==> src/rtl/spi_rsb_pkg.sv <==
package spi_rsb_pkg;

    localparam int FRAME_W = 32;
    localparam int REG_W   = 23;
    localparam int ADDR_W  = 6;
    localparam int CNT_W   = 6;

    typedef enum logic [1:0] {
        OP_WRITE = 2'b00,
        OP_READ  = 2'b01,
        OP_RDCLR = 2'b10,
        OP_ROMRD = 2'b11
    } op_e;

    typedef struct packed {
        op_e               op;
        logic [ADDR_W-1:0] addr;
    } cmd_t;

    localparam logic [ADDR_W-1:0] ADDR_CLR_ALL = 6'h3F;
    localparam logic [ADDR_W-1:0] ROM_FMT_ADDR = 6'h10;
    localparam logic [ADDR_W-1:0] ROM_PHS_ADDR = 6'h20;

    function automatic logic [7:0] rom_byte(input logic [ADDR_W-1:0] a);
        case (a)
            ROM_FMT_ADDR: return 8'h31;
            ROM_PHS_ADDR: return 8'h55;
            default:      return 8'h00;
        endcase
    endfunction

    function automatic logic [7:0] summary_pack(input logic rst_f,
                                                input logic err_f,
                                                input logic [4:0] flg);
        logic [6:0] low;
        low = {rst_f, err_f, flg};
        return {~|low, low};
    endfunction

endpackage

==> src/rtl/spi_rsb_sync.sv <==
module spi_rsb_sync #(
    parameter int          W      = 3,
    parameter int          STAGES = 2,
    parameter logic [W-1:0] RST_VAL = '0
) (
    input  logic         clk,
    input  logic         rst,
    input  logic [W-1:0] d_i,
    output logic [W-1:0] q_o
);
    logic [W-1:0] pipe_q [STAGES];

    genvar s;
    generate
        for (s = 0; s < STAGES; s++) begin : g_stage
            always_ff @(posedge clk) begin
                if (rst) pipe_q[s] <= RST_VAL;
                else if (s == 0) pipe_q[s] <= d_i;
                else pipe_q[s] <= pipe_q[(s == 0) ? 0 : s-1];
            end
        end
    endgenerate

    assign q_o = pipe_q[STAGES-1];
endmodule

==> src/rtl/spi_rsb_frame.sv <==
module spi_rsb_frame
    import spi_rsb_pkg::*;
(
    input  logic             clk,
    input  logic             rst,
    input  logic             csn_s,
    input  logic             sck_s,
    input  logic             sdi_s,
    input  logic [7:0]       gsb_i,
    input  logic [REG_W-1:0] resp_i,
    output cmd_t             cmd_o,
    output logic             commit_o,
    output logic             ok_o,
    output cmd_t             fcmd_o,
    output logic [REG_W-1:0] fdata_o,
    output logic             sdo_o,
    output logic             sdo_oe_o
);
    localparam logic [CNT_W-1:0] CNT_FULL = CNT_W'(FRAME_W);
    localparam logic [CNT_W-1:0] CNT_OVER = CNT_W'(FRAME_W + 1);
    localparam logic [CNT_W-1:0] CNT_HDR  = CNT_W'(7);

    logic               csn_d, sck_d;
    logic [FRAME_W-1:0] rx_q, tx_q;
    logic [CNT_W-1:0]   cnt_q;
    logic [7:0]         gsb_q;
    logic               ld_q;
    logic               csn_fall, csn_rise, sck_rise, sck_fall;

    assign csn_fall = csn_d & ~csn_s;
    assign csn_rise = ~csn_d & csn_s;
    assign sck_rise = ~csn_s & sck_s & ~sck_d;
    assign sck_fall = ~csn_s & ~sck_s & sck_d;

    always_ff @(posedge clk) begin
        if (rst) begin
            csn_d <= 1'b1;
            sck_d <= 1'b0;
            rx_q  <= '0;
            tx_q  <= '0;
            cnt_q <= '0;
            gsb_q <= '0;
            ld_q  <= 1'b0;
        end else begin
            csn_d <= csn_s;
            sck_d <= sck_s;
            ld_q  <= 1'b0;
            if (csn_fall) begin
                rx_q  <= '0;
                cnt_q <= '0;
                gsb_q <= gsb_i;
                tx_q  <= {gsb_i, {(FRAME_W-8){1'b0}}};
            end else begin
                if (sck_rise) begin
                    rx_q <= {rx_q[FRAME_W-2:0], sdi_s};
                    if (cnt_q != CNT_OVER) cnt_q <= cnt_q + 1'b1;
                    ld_q <= (cnt_q == CNT_HDR);
                end
                if (ld_q) begin
                    tx_q[FRAME_W-2:FRAME_W-25] <= {resp_i, ~^{gsb_q, resp_i}};
                end else if (sck_fall) begin
                    tx_q <= {tx_q[FRAME_W-2:0], 1'b0};
                end
            end
        end
    end

    assign cmd_o    = cmd_t'(rx_q[7:0]);
    assign fcmd_o   = cmd_t'(rx_q[31:24]);
    assign fdata_o  = rx_q[23:1];
    assign commit_o = csn_rise;
    assign ok_o     = (cnt_q == CNT_FULL) && (^rx_q) && (rx_q[23:0] != '1);
    assign sdo_oe_o = ~csn_s;
    assign sdo_o    = tx_q[FRAME_W-1] & ~csn_s;

    AST_CNT_BOUND: assert property (@(posedge clk) disable iff (rst)
        cnt_q <= CNT_OVER) else $error("bit counter past saturation");
    AST_LOAD_AFTER_CMD: assert property (@(posedge clk) disable iff (rst)
        ld_q |-> cnt_q == CNT_W'(8)) else $error("response load off byte");
    AST_OE_IDLE: assert property (@(posedge clk) disable iff (rst)
        csn_s |-> !sdo_o) else $error("sdo driven while deselected");
endmodule

==> src/rtl/spi_rsb_regs.sv <==
module spi_rsb_regs
    import spi_rsb_pkg::*;
#(
    parameter int NUM_CTRL = 3,
    parameter int NUM_STAT = 2
) (
    input  logic                         clk,
    input  logic                         rst,
    input  cmd_t                         cmd_i,
    input  logic                         commit_i,
    input  logic                         ok_i,
    input  cmd_t                         fcmd_i,
    input  logic [REG_W-1:0]             fdata_i,
    input  logic [4:0]                   flags_i,
    input  logic [NUM_STAT*REG_W-1:0]    stat_set_i,
    output logic [NUM_CTRL*REG_W-1:0]    ctrl_o,
    output logic [NUM_STAT*REG_W-1:0]    stat_o,
    output logic [NUM_STAT-1:0]          stat_clr_o,
    output logic [7:0]                   gsb_o,
    output logic [REG_W-1:0]             resp_o
);
    localparam int STAT_BASE = NUM_CTRL + 1;

    logic [NUM_CTRL-1:0][REG_W-1:0] ctrl_q;
    logic [NUM_STAT-1:0][REG_W-1:0] stat_q;
    logic [NUM_STAT-1:0][REG_W-1:0] set_v;
    logic                           rst_flag_q, err_flag_q;
    logic [NUM_CTRL-1:0]            rd_ctrl_hit, wr_ctrl_hit;
    logic [NUM_STAT-1:0]            rd_stat_hit, clr_hit;
    logic                           valid_commit;

    assign valid_commit = commit_i & ok_i;
    assign set_v        = stat_set_i;

    genvar i;
    generate
        for (i = 0; i < NUM_CTRL; i++) begin : g_ctrl_dec
            assign rd_ctrl_hit[i] = (cmd_i.addr == ADDR_W'(i + 1));
            assign wr_ctrl_hit[i] = valid_commit && fcmd_i.op == OP_WRITE &&
                                    fcmd_i.addr == ADDR_W'(i + 1);
        end
        for (i = 0; i < NUM_STAT; i++) begin : g_stat_dec
            assign rd_stat_hit[i] = (cmd_i.addr == ADDR_W'(STAT_BASE + i));
            assign clr_hit[i]     = valid_commit && fcmd_i.op == OP_RDCLR &&
                                    (fcmd_i.addr == ADDR_W'(STAT_BASE + i) ||
                                     fcmd_i.addr == ADDR_CLR_ALL);
        end
    endgenerate

    always_comb begin
        resp_o = '0;
        if (cmd_i.op == OP_ROMRD) begin
            resp_o = {rom_byte(cmd_i.addr), {(REG_W-8){1'b0}}};
        end else begin
            for (int k = 0; k < NUM_CTRL; k++)
                if (rd_ctrl_hit[k]) resp_o = ctrl_q[k];
            for (int k = 0; k < NUM_STAT; k++)
                if (rd_stat_hit[k]) resp_o = stat_q[k];
        end
    end

    always_ff @(posedge clk) begin
        if (rst) begin
            ctrl_q     <= '0;
            stat_q     <= '0;
            rst_flag_q <= 1'b1;
            err_flag_q <= 1'b0;
        end else begin
            if (commit_i) begin
                if (ok_i) begin
                    rst_flag_q <= 1'b0;
                    err_flag_q <= 1'b0;
                end else begin
                    err_flag_q <= 1'b1;
                end
            end
            for (int k = 0; k < NUM_CTRL; k++)
                if (wr_ctrl_hit[k]) ctrl_q[k] <= fdata_i;
            for (int k = 0; k < NUM_STAT; k++)
                stat_q[k] <= (clr_hit[k] ? '0 : stat_q[k]) | set_v[k];
        end
    end

    assign ctrl_o     = ctrl_q;
    assign stat_o     = stat_q;
    assign stat_clr_o = clr_hit;
    assign gsb_o      = summary_pack(rst_flag_q, err_flag_q, flags_i);

    AST_BAD_FRAME_KEEPS_CTRL: assert property (@(posedge clk) disable iff (rst)
        commit_i && !ok_i |=> $stable(ctrl_q)) else $error("rejected frame wrote");
    AST_BAD_FRAME_FLAGS: assert property (@(posedge clk) disable iff (rst)
        commit_i && !ok_i |=> err_flag_q) else $error("error flag not raised");
    AST_RST_FLAG_CLEARS: assert property (@(posedge clk) disable iff (rst)
        commit_i && ok_i |=> !rst_flag_q) else $error("reset flag stuck");
    AST_STICKY_HOLD: assert property (@(posedge clk) disable iff (rst)
        !valid_commit && stat_set_i == '0 |=> $stable(stat_q)) else $error("status drifted");
    AST_CLR_ONLY_ON_FRAME: assert property (@(posedge clk) disable iff (rst)
        |stat_clr_o |-> valid_commit) else $error("stray clear strobe");
endmodule

==> src/rtl/spi_status_regif.sv <==
module spi_status_regif
    import spi_rsb_pkg::*;
#(
    parameter int NUM_CTRL    = 3,
    parameter int NUM_STAT    = 2,
    parameter int SYNC_STAGES = 2
) (
    input  logic                      clk,
    input  logic                      rst,
    input  logic                      csn,
    input  logic                      sck,
    input  logic                      sdi,
    input  logic [4:0]                flags_i,
    input  logic [NUM_STAT*REG_W-1:0] stat_set_i,
    output logic                      sdo,
    output logic                      sdo_oe,
    output logic [NUM_CTRL*REG_W-1:0] ctrl_o,
    output logic [NUM_STAT*REG_W-1:0] stat_o,
    output logic [NUM_STAT-1:0]       stat_clr_o
);
    logic [2:0]       pins_s;
    cmd_t             cmd, fcmd;
    logic             commit, ok;
    logic [REG_W-1:0] fdata, resp;
    logic [7:0]       gsb;

    spi_rsb_sync #(.W(3), .STAGES(SYNC_STAGES), .RST_VAL(3'b100)) u_sync (
        .clk(clk), .rst(rst), .d_i({csn, sck, sdi}), .q_o(pins_s)
    );

    spi_rsb_frame u_frame (
        .clk(clk), .rst(rst),
        .csn_s(pins_s[2]), .sck_s(pins_s[1]), .sdi_s(pins_s[0]),
        .gsb_i(gsb), .resp_i(resp),
        .cmd_o(cmd), .commit_o(commit), .ok_o(ok),
        .fcmd_o(fcmd), .fdata_o(fdata),
        .sdo_o(sdo), .sdo_oe_o(sdo_oe)
    );

    spi_rsb_regs #(.NUM_CTRL(NUM_CTRL), .NUM_STAT(NUM_STAT)) u_regs (
        .clk(clk), .rst(rst),
        .cmd_i(cmd), .commit_i(commit), .ok_i(ok),
        .fcmd_i(fcmd), .fdata_i(fdata),
        .flags_i(flags_i), .stat_set_i(stat_set_i),
        .ctrl_o(ctrl_o), .stat_o(stat_o), .stat_clr_o(stat_clr_o),
        .gsb_o(gsb), .resp_o(resp)
    );
endmodule

==> config.mk <==
export PLATFORM = sky130hd
export DESIGN_NAME = spi_status_regif
export DESIGN_NICKNAME = d
export VERILOG_FILES = /design/src/rtl/spi_rsb_pkg.sv /design/src/rtl/spi_rsb_sync.sv /design/src/rtl/spi_rsb_frame.sv /design/src/rtl/spi_rsb_regs.sv /design/src/rtl/spi_status_regif.sv
export SDC_FILE = /design/constraint.sdc
export NUM_CORES = 1
export LEC_CHECK = 0
export BUFFER_PORTS_ARGS = -buffer_cell sky130_fd_sc_hd__clkbuf_2
export CAP_MARGIN = 20
export CORE_MARGIN = 1
export CORE_UTILIZATION = 30
export CTS_BUF_LIST = sky130_fd_sc_hd__clkbuf_16
export DETAILED_ROUTE_END_ITERATION = 8
export HOLD_SLACK_MARGIN = 0.02
export PLACE_DENSITY_LB_ADDON = 0.3
export SYNTH_ARGS = -nofsm -noshare
export SYNTH_HDL_FRONTEND = slang
export SYNTH_HIERARCHICAL = 1
export SYNTH_SLANG_ARGS = --single-unit
==> constraint.sdc <==
create_clock -name clk -period 6.3 [get_ports clk]
set_input_delay 1.26 -clock clk [delete_from_list [all_inputs] [get_ports clk]]
set_output_delay 1.26 -clock clk [all_outputs]
set_load 0.01 [all_outputs]
* After elaboration in Yosys (flattened, before gate mapping)
Memory sizes are Yosys's and may differ from the RTL's.
Index checks and enable logic that the tools add are counted.
** Word-level totals
- Output and inout port bits :: 119
- Bits in registers :: 191
- Input bits :: 56
- Memories :: 1
- Memory bits (writable) :: 6
- Logic and storage cells :: 99
** Memory list
- u_sync.pipe_q :: words 2, bits a word 3, read ports 2, clocked after memory_dff 0, write ports 2, line spi_rsb_sync.sv:11 : logic [W-1:0] pipe_q [STAGES];
** Cells by class
- Reductions and logical operators :: 24
- Multiplexer cells :: 20
- Bitwise gates (word level) :: 17
- Add/sub/neg operators :: 1
- Equality and inequality tests :: 20
** Operators with widths (number)
- two-way mux 23 bit :: 8
- two-way mux 32 bit :: 2
- OR 23 bit :: 2
- XOR reduction 32 bit :: 1
- XNOR reduction 31 bit :: 1
- equality test 6 x 3 -> 1 bit, second input constant :: 5
- equality test 6 x 2 -> 1 bit, second input constant :: 4
- two-way mux 24 bit :: 1
- != test 24 bit, second input constant :: 1
- equality test 6 bit, second input constant :: 3
- one-hot mux 7 bit (2 select lines) :: 1
- equality test 6 x 1 -> 1 bit, second input constant :: 2
- logical AND 1 bit :: 9
- bitwise AND 1 bit :: 8
- two-way mux 7 bit :: 1
- OR reduction 7 bit :: 1
- adder 6 x 1 -> 6 bit, second input constant :: 1
- equality test 6 x 5 -> 1 bit, second input constant :: 1
- two-way mux 3 bit :: 2
- != test 6 bit, second input constant :: 1
- AND reduction 2 bit :: 3
- two-way mux 1 bit :: 5
- NOT 1 bit :: 5
- equality test 2 bit, second input constant :: 2
- other kinds (9) :: 12

* Depth between registers and ports, before layout
Gate-level depths: netlist (run 1).
- Depth in word-level cells :: 10
- Mapped depth :: 12

* By module
The synthesis (run 1) kept the hierarchy.
** Modules (own cells, without submodules)
- spi_rsb_regs :: area each 5243.8 um2, times used 1, cells each 645
- spi_rsb_frame :: area each 3623.5 um2, times used 1, cells each 439
- spi_rsb_sync :: area each 157.7 um2, times used 1, cells each 12

* Least setup slack after synthesis (run 1)
No wires, ideal clock.
- Kind :: register to output
- Start point :: reg u_frame.rx_q[3]
- End point :: out stat_clr_o[0]
- Slack :: 2.452 ns
- Data required time :: 5.040 ns
- Arrival time :: 2.588 ns
- Path buffers :: 1
- Cell stages (with the launch flop) :: 10
- Cell sequence :: dfxtp_1 ha_1 xnor2_1 xnor2_1 xnor3_1 xnor2_1 nor2_1 nand3b_1 clkbuf_1 nor3b_1
** Between the ends
- Longest elaborated chain between the ends :: 6
** RTL lines
- start: declaration :: line spi_rsb_frame.sv:24 : logic [FRAME_W-1:0] rx_q, tx_q;
- start signal: assignment :: line spi_rsb_frame.sv:55 : rx_q <= {rx_q[FRAME_W-2:0], sdi_s};
- XOR reduction 32 bit :: line spi_rsb_frame.sv:72 : assign ok_o = (cnt_q == CNT_FULL) && (^rx_q) && (rx_q[23:0] != '1);
- logical AND 1 bit :: line spi_rsb_frame.sv:72
- logical AND 1 bit (*) :: line spi_rsb_frame.sv:72
- net ok :: line spi_status_regif.sv:23 : logic commit, ok;
- bitwise AND 1 bit (*) :: line spi_rsb_regs.sv:32 : assign valid_commit = commit_i & ok_i;
- logical AND 1 bit (*) (2 in series) :: line spi_rsb_regs.sv:44 : assign clr_hit[i] = valid_commit && fcmd_i.op == OP_RDCLR &&
- end: declaration :: line spi_status_regif.sv:19 : output logic [NUM_STAT-1:0] stat_clr_o
The timed path passes the listed nets; every way through them passes the cells marked *.

* Worst setup path in the final report (run 1)
- Start point :: reg u_frame.rx_q[0]
- End point :: out stat_clr_o[1]
The elaborated chain is that of the path after synthesis.

==> impl_metrics.csv, run 1 <==
group,metric,value,unit
layout,fin_cells,1619,
cts,post-cts-setup-buffers,0,
sta,fin_ws,1.56,ns
sta,fin_crit,4.74,ns
cts,cts_buffers,17,
synth,syn_inst,1096,
route,routed-via-count,8378,
sta,tns,0,ns
setup_path,critPathArrivalTime,3.48,ns
route,drtPass1Iterations,5,
place,hpwlAfterDp,22100,µm
cts,cts_tree,"built",
sta,whs,0.409,ns
sta,hold_viol,0,
route,drc_errors,0,
setup_path,slowest_stage,"dfxtp_1",
route,vias_per_cell,5.17,
route,avgRoutedWirePerCell,19.5,µm
place,dp_slack,2.02,ns
layout,area_growth,19.3,%
setup_path,crit_path_end_kind,"primary output",
setup_path,path_max_fanout,28,
layout,multi_input_area,4670,µm²
place,gp_congestion,0.892,
setup_path,crit_top_cell,"xnor2_1",
cts,cts.clk_slew.worst_paths,0.07,ns
power,leakagePower,4.28,nW
sta,report.final.slew_viol_count,0,
sta,rsz0062_at_grt,"false",
cts,clockBufferDepth,2,
power,power_frac_seq,49.8,%
layout,final_util,36.3,%
setup_path,cp-start-kind,"flop",
place,place_inst,1585,
route,totalWireLength,31600,µm
sta,max_freq,211,MHz
setup_path,worstPathRequired,5.04,ns
floorplanning,chipHeight,175,µm
worst_hold_path,hp-class,"reg -> reg",
cts,clk-insertion-delay-late,0.44,ns
floorplanning,coreArea,29600,µm²
cts,htreeDepth,4,
synth,ys_seq_area_share,43.7,%
global_routing,grt_max_degree,93,
floorplanning,io-pin-count,175,
synth,netlist-cell-type-count,60,
floorplanning,die_w,175,µm
synth,syn-num-nets,1167,
layout,num-fill-cells,3164,
sta,worstMarginPinSlew,1.07,ns
cts,cts_sinks,197,
sta,skew,0.0162,ns
layout,final_layout_size_suffix_gt1_share,19.1,%
synth,synth-seq-cells,197,
power,p_switching,616,µW
layout,seq_area,3940,µm²
run,max-cap-violations,0,
global_routing,grt_usage,20.2,%
global_routing,antenna_found_initial,0,
power,intPower,1.99,mW
power,swShare,23.7,%
sta,finalSetupViolCount,0,
cts,ctsResizeCount,0,
synth,synthArstFlopShare,0,%
power,pwr-share-comb,4.5,%
status,status,"finished, final reports clean",
power,vdd_drop_max,0.166,mV
sta,finalCritPeriodShare,75.2,%
synth,synth.cell_area,9020,µm²
sta,max-slew-margin-rel,28.8,%
cts,hold_buffers,0,
floorplanning,start_util,30.5,%
floorplanning,die-area,30800,µm²
synth,ys.warnings.count,6,
power,p_clk_share,45.6,%
route,first_iter_violations,764,
layout,diodes,0,
global_routing,grt_pass1_vias,7538,
power,p_per_area,242,nW/µm²
cts,clockRootBuffer,"clkbuf_16",
setup_path,critPathMaxStageDelay,1.02,ns
setup_path,crit_chain,"ha_1, xor2_1, xnor2_1, xnor2_1, xnor2_1, nor2_1, and4b_1, o21ai_0, nor2_1, clkbuf_2",
setup_path,crit_type,"reg -> out",
floorplanning,rows,63,
global_routing,overflow,0,
synth,syn-mean-instance-area,8.23,µm²
layout,nets,1287,
synth,synth_edf_count,0,
global_routing,grt_pass1_wl,46800,µm
route,antenna_left,0,
place,io_buffers,174,
synth,synthFlopType,"dfxtp_1",
[synthesized netlist by cell type, drive strengths merged, types with 23 or more instances]
library cell	count	area share [%]
nor2	115	4.8
nand2	225	9.4
dfxtp	197	44
o21ai	35	1.9
clkbuf	54	2.2
xnor2	37	3.7
mux2i	45	5.0
nor3	27	1.6
a31oi	24	1.7
buf	34	2.4
a21oi	134	7.4
a211oi	23	1.9
[layout by cell type, fill, tap and decap left out, types with 4 or more instances in the layout]
cell type and instances:
clkbuf_16 17, nor2b_1 10, o21ai_0 35, dfxtp_1 197
nand3b_1 4, buf_4 13, mux2i_1 45, a31oi_1 24
nand4_1 5, a211oi_1 23, a221oi_1 17, xnor2_1 36
xor2_1 6, o211ai_1 5, and3_1 19, nor3_1 26
inv_6 6, xnor3_1 5, inv_1 7, nand2_1 225
nor4_1 4, clkbuf_2 173, ha_1 15, bufinv_16 4
a21oi_1 134, nand3_1 6, nor2_1 115
[logic make-up (layout without fill, tap and decap cells)]
group	count (synthesis)	count (layout)	share of synthesized area, %
compound gates	250	250	16.2
xor+xnor	48	48	5.50
fa+ha+maj	15	15	2.08
buf+inv	94	227	4.92
flops	197	197	43.7
mux	46	46	5.12
simple gates	446	446	22.4
[sequential cells by signal (all words and copies together), names as in the netlist]
register           cells
u_frame/csn_d          1
u_frame/ld_q           1
u_regs/ctrl_o         69
u_frame/tx_q          25
u_frame/cnt_q          6
u_frame/sck_d          1
u_regs/rst_flag_q      1
u_frame/rx_q          32
u_regs/err_flag_q      1
u_sync/pipe_q          6
u_regs/stat_o         46
u_frame/gsb_q          8
[metrics by stage]
stage                     power, mW  area (µm²)
final                          2.60       10800
after global routing           2.69       10800
after CTS                      2.62       10700
after detailed placement       1.45       10100
after global placement         1.45       10100
after floorplan                1.38        9020
[area by class of cell]
type,instances,share of cell area [%]
clock buffer,17,3.95
clock inverter,15,1.83
inverter,6,0.209
multi-input combinational,805,43.4
sequential,197,36.6
tap,390,4.53
timing repair buffer,189,9.49
[path summary, 6_finish.rpt]
kind | start | endpoint | slack, ns | cells after the start
max reg2reg | u_frame/rx_q[5] | u_frame/tx_q[7] | 1.97 | 9
min reg2reg | u_sync/pipe_q[0][2] | u_sync/pipe_q[1][2] | 0.41 | 1
min | u_sync/pipe_q[0][2] | u_sync/pipe_q[1][2] | 0.41 | 1
max | u_frame/rx_q[0] | stat_clr_o[1] | 1.56 | 10
[worst max-delay path: cells and delay by family (launching register included)]
| family | cells | cell delay (ns) |
|---|---|---|
| AOI/OAI and AO/OA | 1 | 0.11 |
| adders and majority gates | 1 | 0.38 |
| buffers and inverters | 1 | 0.17 |
| DFF | 1 | 1.02 |
| and+or+nand+nor | 3 | 0.74 |
| xor gates and xnor gates | 4 | 0.61 |
[per-layer routing]
layer | global-route usage (%) | vias to the layer above | part of all wire (%)
met5 | 0 | - | 0
met4 | 6.30 | 0 | 2.1
met3 | 5.26 | 30 | 8.1
met2 | 30.9 | 326 | 45
met1 | 27.7 | 4008 | 45
li1 | - | 4014 | -
[power groups by stage]
stage | sequential, mW | combinational (mW) | clock (mW)
4_1_cts | 1.30 | 0.120 | 1.20
2_1_floorplan | 1.33 | 0.0564 | 0
5_1_grt | 1.30 | 0.130 | 1.26
3_5_place_dp | 1.33 | 0.119 | 0
6_report | 1.30 | 0.118 | 1.19
3_3_place_gp | 1.33 | 0.118 | 0
No activity file was read; power rests on OpenSTA's default activity.
==> run 2, diff against run 1 <==
==> constraint.sdc (replaced) <==
create_clock -name clk -period 4.6 [get_ports clk]
set_input_delay 0.92 -clock clk [delete_from_list [all_inputs] [get_ports clk]]
set_output_delay 0.92 -clock clk [all_outputs]
set_load 0.01 [all_outputs]
==> run 2 against run 1 <==
Effect of this change: wire length fell by 1.1%; clock skew fell by 0.0064 ns; final cell count rose by 0.62%; worst setup slack got worse by 1.3 ns; highest routed layer unchanged; clock power rose by 27%; global-route usage barely moved; die area did not move; register-to-register slack got worse by 1.3 ns.
==> impl_metrics.csv, run 2 (synthesized netlist as in run 1, its figures left out) <==
group,metric,value,unit
cts,clockRootBuffer,"clkbuf_16",
cts,clockBufferDepth,2,
layout,largest_reg_flops,69,
global_routing,overflow,0,
floorplanning,coreArea,29600,µm²
power,leakagePower,4.28,nW
run,max-cap-violations,0,
sta,fin_crit,4.32,ns
global_routing,antenna_found_initial,1,
setup_path,worst-path-buf-inv,1,
cts,ctsResizeCount,0,
layout,final_layout_size_suffix_gt1_share,19.9,%
setup_path,cp_top_family,"XOR/XNOR gates",
sta,rsz0062_at_grt,"false",
cts,clk-insertion-delay-late,0.44,ns
setup_path,critPathMaxStageDelay,0.64,ns
layout,final_common_cell,"nand2_1",
cts,cts.clk_slew.worst_paths,0.08,ns
global_routing,grt_usage,20.2,%
place,gp_congestion,0.852,
layout,nets,1296,
floorplanning,die_w,175,µm
sta,hold_viol,0,
floorplanning,start_util,30.5,%
cts,cts_buffers,17,
setup_path,r2r_cells,10,
cts,cts_sinks,197,
layout,num-fill-cells,3185,
cts,cts_tree,"built",
global_routing,grt_max_degree,101,
global_routing,grt_pass1_vias,7855,
sta,worstMarginPinSlew,1.17,ns
route,drtPass1Iterations,5,
setup_path,startpoint,"u_frame/rx_q[3]",
sta,max-slew-margin-rel,21.9,%
setup_path,crit_end,"stat_clr_o[1]",
route,antenna_left,0,
layout,area_growth,19.2,%
status,status,"finished, final reports clean",
place,dp_slack,0.782,ns
place,hpwlAfterDp,22400,µm
route,routed-via-count,8522,
sta,max_freq,232,MHz
global_routing,grt_pass1_wl,47400,µm
setup_path,cp-start-kind,"flop",
setup_path,crit_top_cell,"xnor2_1",
setup_path,crit_cells,10,
sta,report.final.slew_viol_count,0,
sta,tns,0,ns
sta,finalCritPeriodShare,93.8,%
setup_path,path_max_fanout,11,
route,totalWireLength,31300,µm
worst_hold_path,hp-class,"reg -> reg",
floorplanning,die-area,30800,µm²
route,vias_per_cell,5.23,
layout,most-common-layout-cells,"nand2_1 (225), dfxtp_1 (197), clkbuf_2 (173)",
cts,post-cts-setup-buffers,0,
setup_path,regToRegSetupSlack,0.71,ns
route,drc_errors,0,
sta,finalSetupViolCount,0,
cts,htreeDepth,4,
floorplanning,io-pin-count,175,
setup_path,slowest_stage,"dfxtp_1",
setup_path,regToRegStartpoint,"u_frame/rx_q[3]",
sta,skew,0.00982,ns
setup_path,crit_type,"reg -> out",
setup_path,crit_path_end_kind,"primary output",
place,io_buffers,174,
floorplanning,rows,63,
route,first_iter_violations,878,
setup_path,critPathArrivalTime,3.40,ns
power,vdd_drop_max,0.245,mV
power,p_per_area,321,nW/µm²
setup_path,r2r-end,"u_regs/ctrl_o[4]",
cts,hold_buffers,0,
setup_path,worstPathRequired,3.68,ns
floorplanning,chipHeight,175,µm
route,avgRoutedWirePerCell,19.2,µm
setup_path,crit_chain,"ha_1, xnor2_1, xnor2_1, xnor3_1, xnor2_1, nor2_1, and4b_1, o21ai_0, nor2_1, clkbuf_2",
sta,fin_ws,0.284,ns
[run 2: metrics by stage]
step                      hold slack (ns)  cells  instance area (µm²)  util (%)  power [mW]
after global placement              0.396   1596                10200      34.3        1.98
after floorplan                     0.383   1096                 9020         -        1.89
after CTS                           0.420   1628                10800      36.3        3.48
after detailed placement            0.397   1596                10200      34.3        1.98
after global routing                0.429   1629                10800      36.3        3.56
final                               0.413   1629                10800      36.3        3.46
[run 2: area by class of cell]
cell class / count / area [µm²] / share of cell area [%]
timing repair buffer: 198 / 1050 / 9.79
sequential: 197 / 3940 / 36.7
inverter: 6 / 22.5 / 0.209
antenna: 1 / 2.50 / 0.0233
clock buffer: 17 / 425 / 3.95
multi-input combinational: 805 / 4670 / 43.4
clock inverter: 15 / 156 / 1.45
tap: 390 / 488 / 4.54
[run 2: worst min-delay path by stage]
stage / startpoint / to / depth (start not counted)
finish: u_sync/pipe_q[0][2] / u_sync/pipe_q[1][2] / 1
detailed placement: u_sync/pipe_q[0][2] / u_sync/pipe_q[1][2] / 1
global placement: u_sync/pipe_q[0][2] / u_sync/pipe_q[1][2] / 1
floorplan: u_sync/pipe_q[0][2] / u_sync/pipe_q[1][2] / 1
global route: u_sync/pipe_q[0][2] / u_sync/pipe_q[1][2] / 1
CTS: u_sync/pipe_q[0][2] / u_sync/pipe_q[1][2] / 1
[run 2: layer usage]
metal / up-vias / track usage, % / part of all wire, %
met4: 0 / 5.51 / 1.6
li1: 4035 / - / -
met1: 4128 / 27.6 / 45
met3: 34 / 4.87 / 7.9
met2: 325 / 31.6 / 46
met5: - / 0 / 0
[run 2: power by group]
part           switching (mW)  total [mW]  internal [mW]
Clock                   0.707        1.51          0.807
Combinational          0.0963       0.162         0.0658
Sequential             0.0389        1.78           1.74
Total                   0.842        3.46           2.61
[run 2: worst reg2reg max path, stage by stage (launching register included)]
cell      delay [ns]
dfxtp_1         0.64
ha_1            0.34
xnor2_1         0.20
xnor2_1         0.14
xnor3_1         0.43
xnor2_1         0.14
nor2_1          0.30
nand4b_1        0.22
or4b_1          0.99
nand2_1         0.24
a21oi_1         0.08
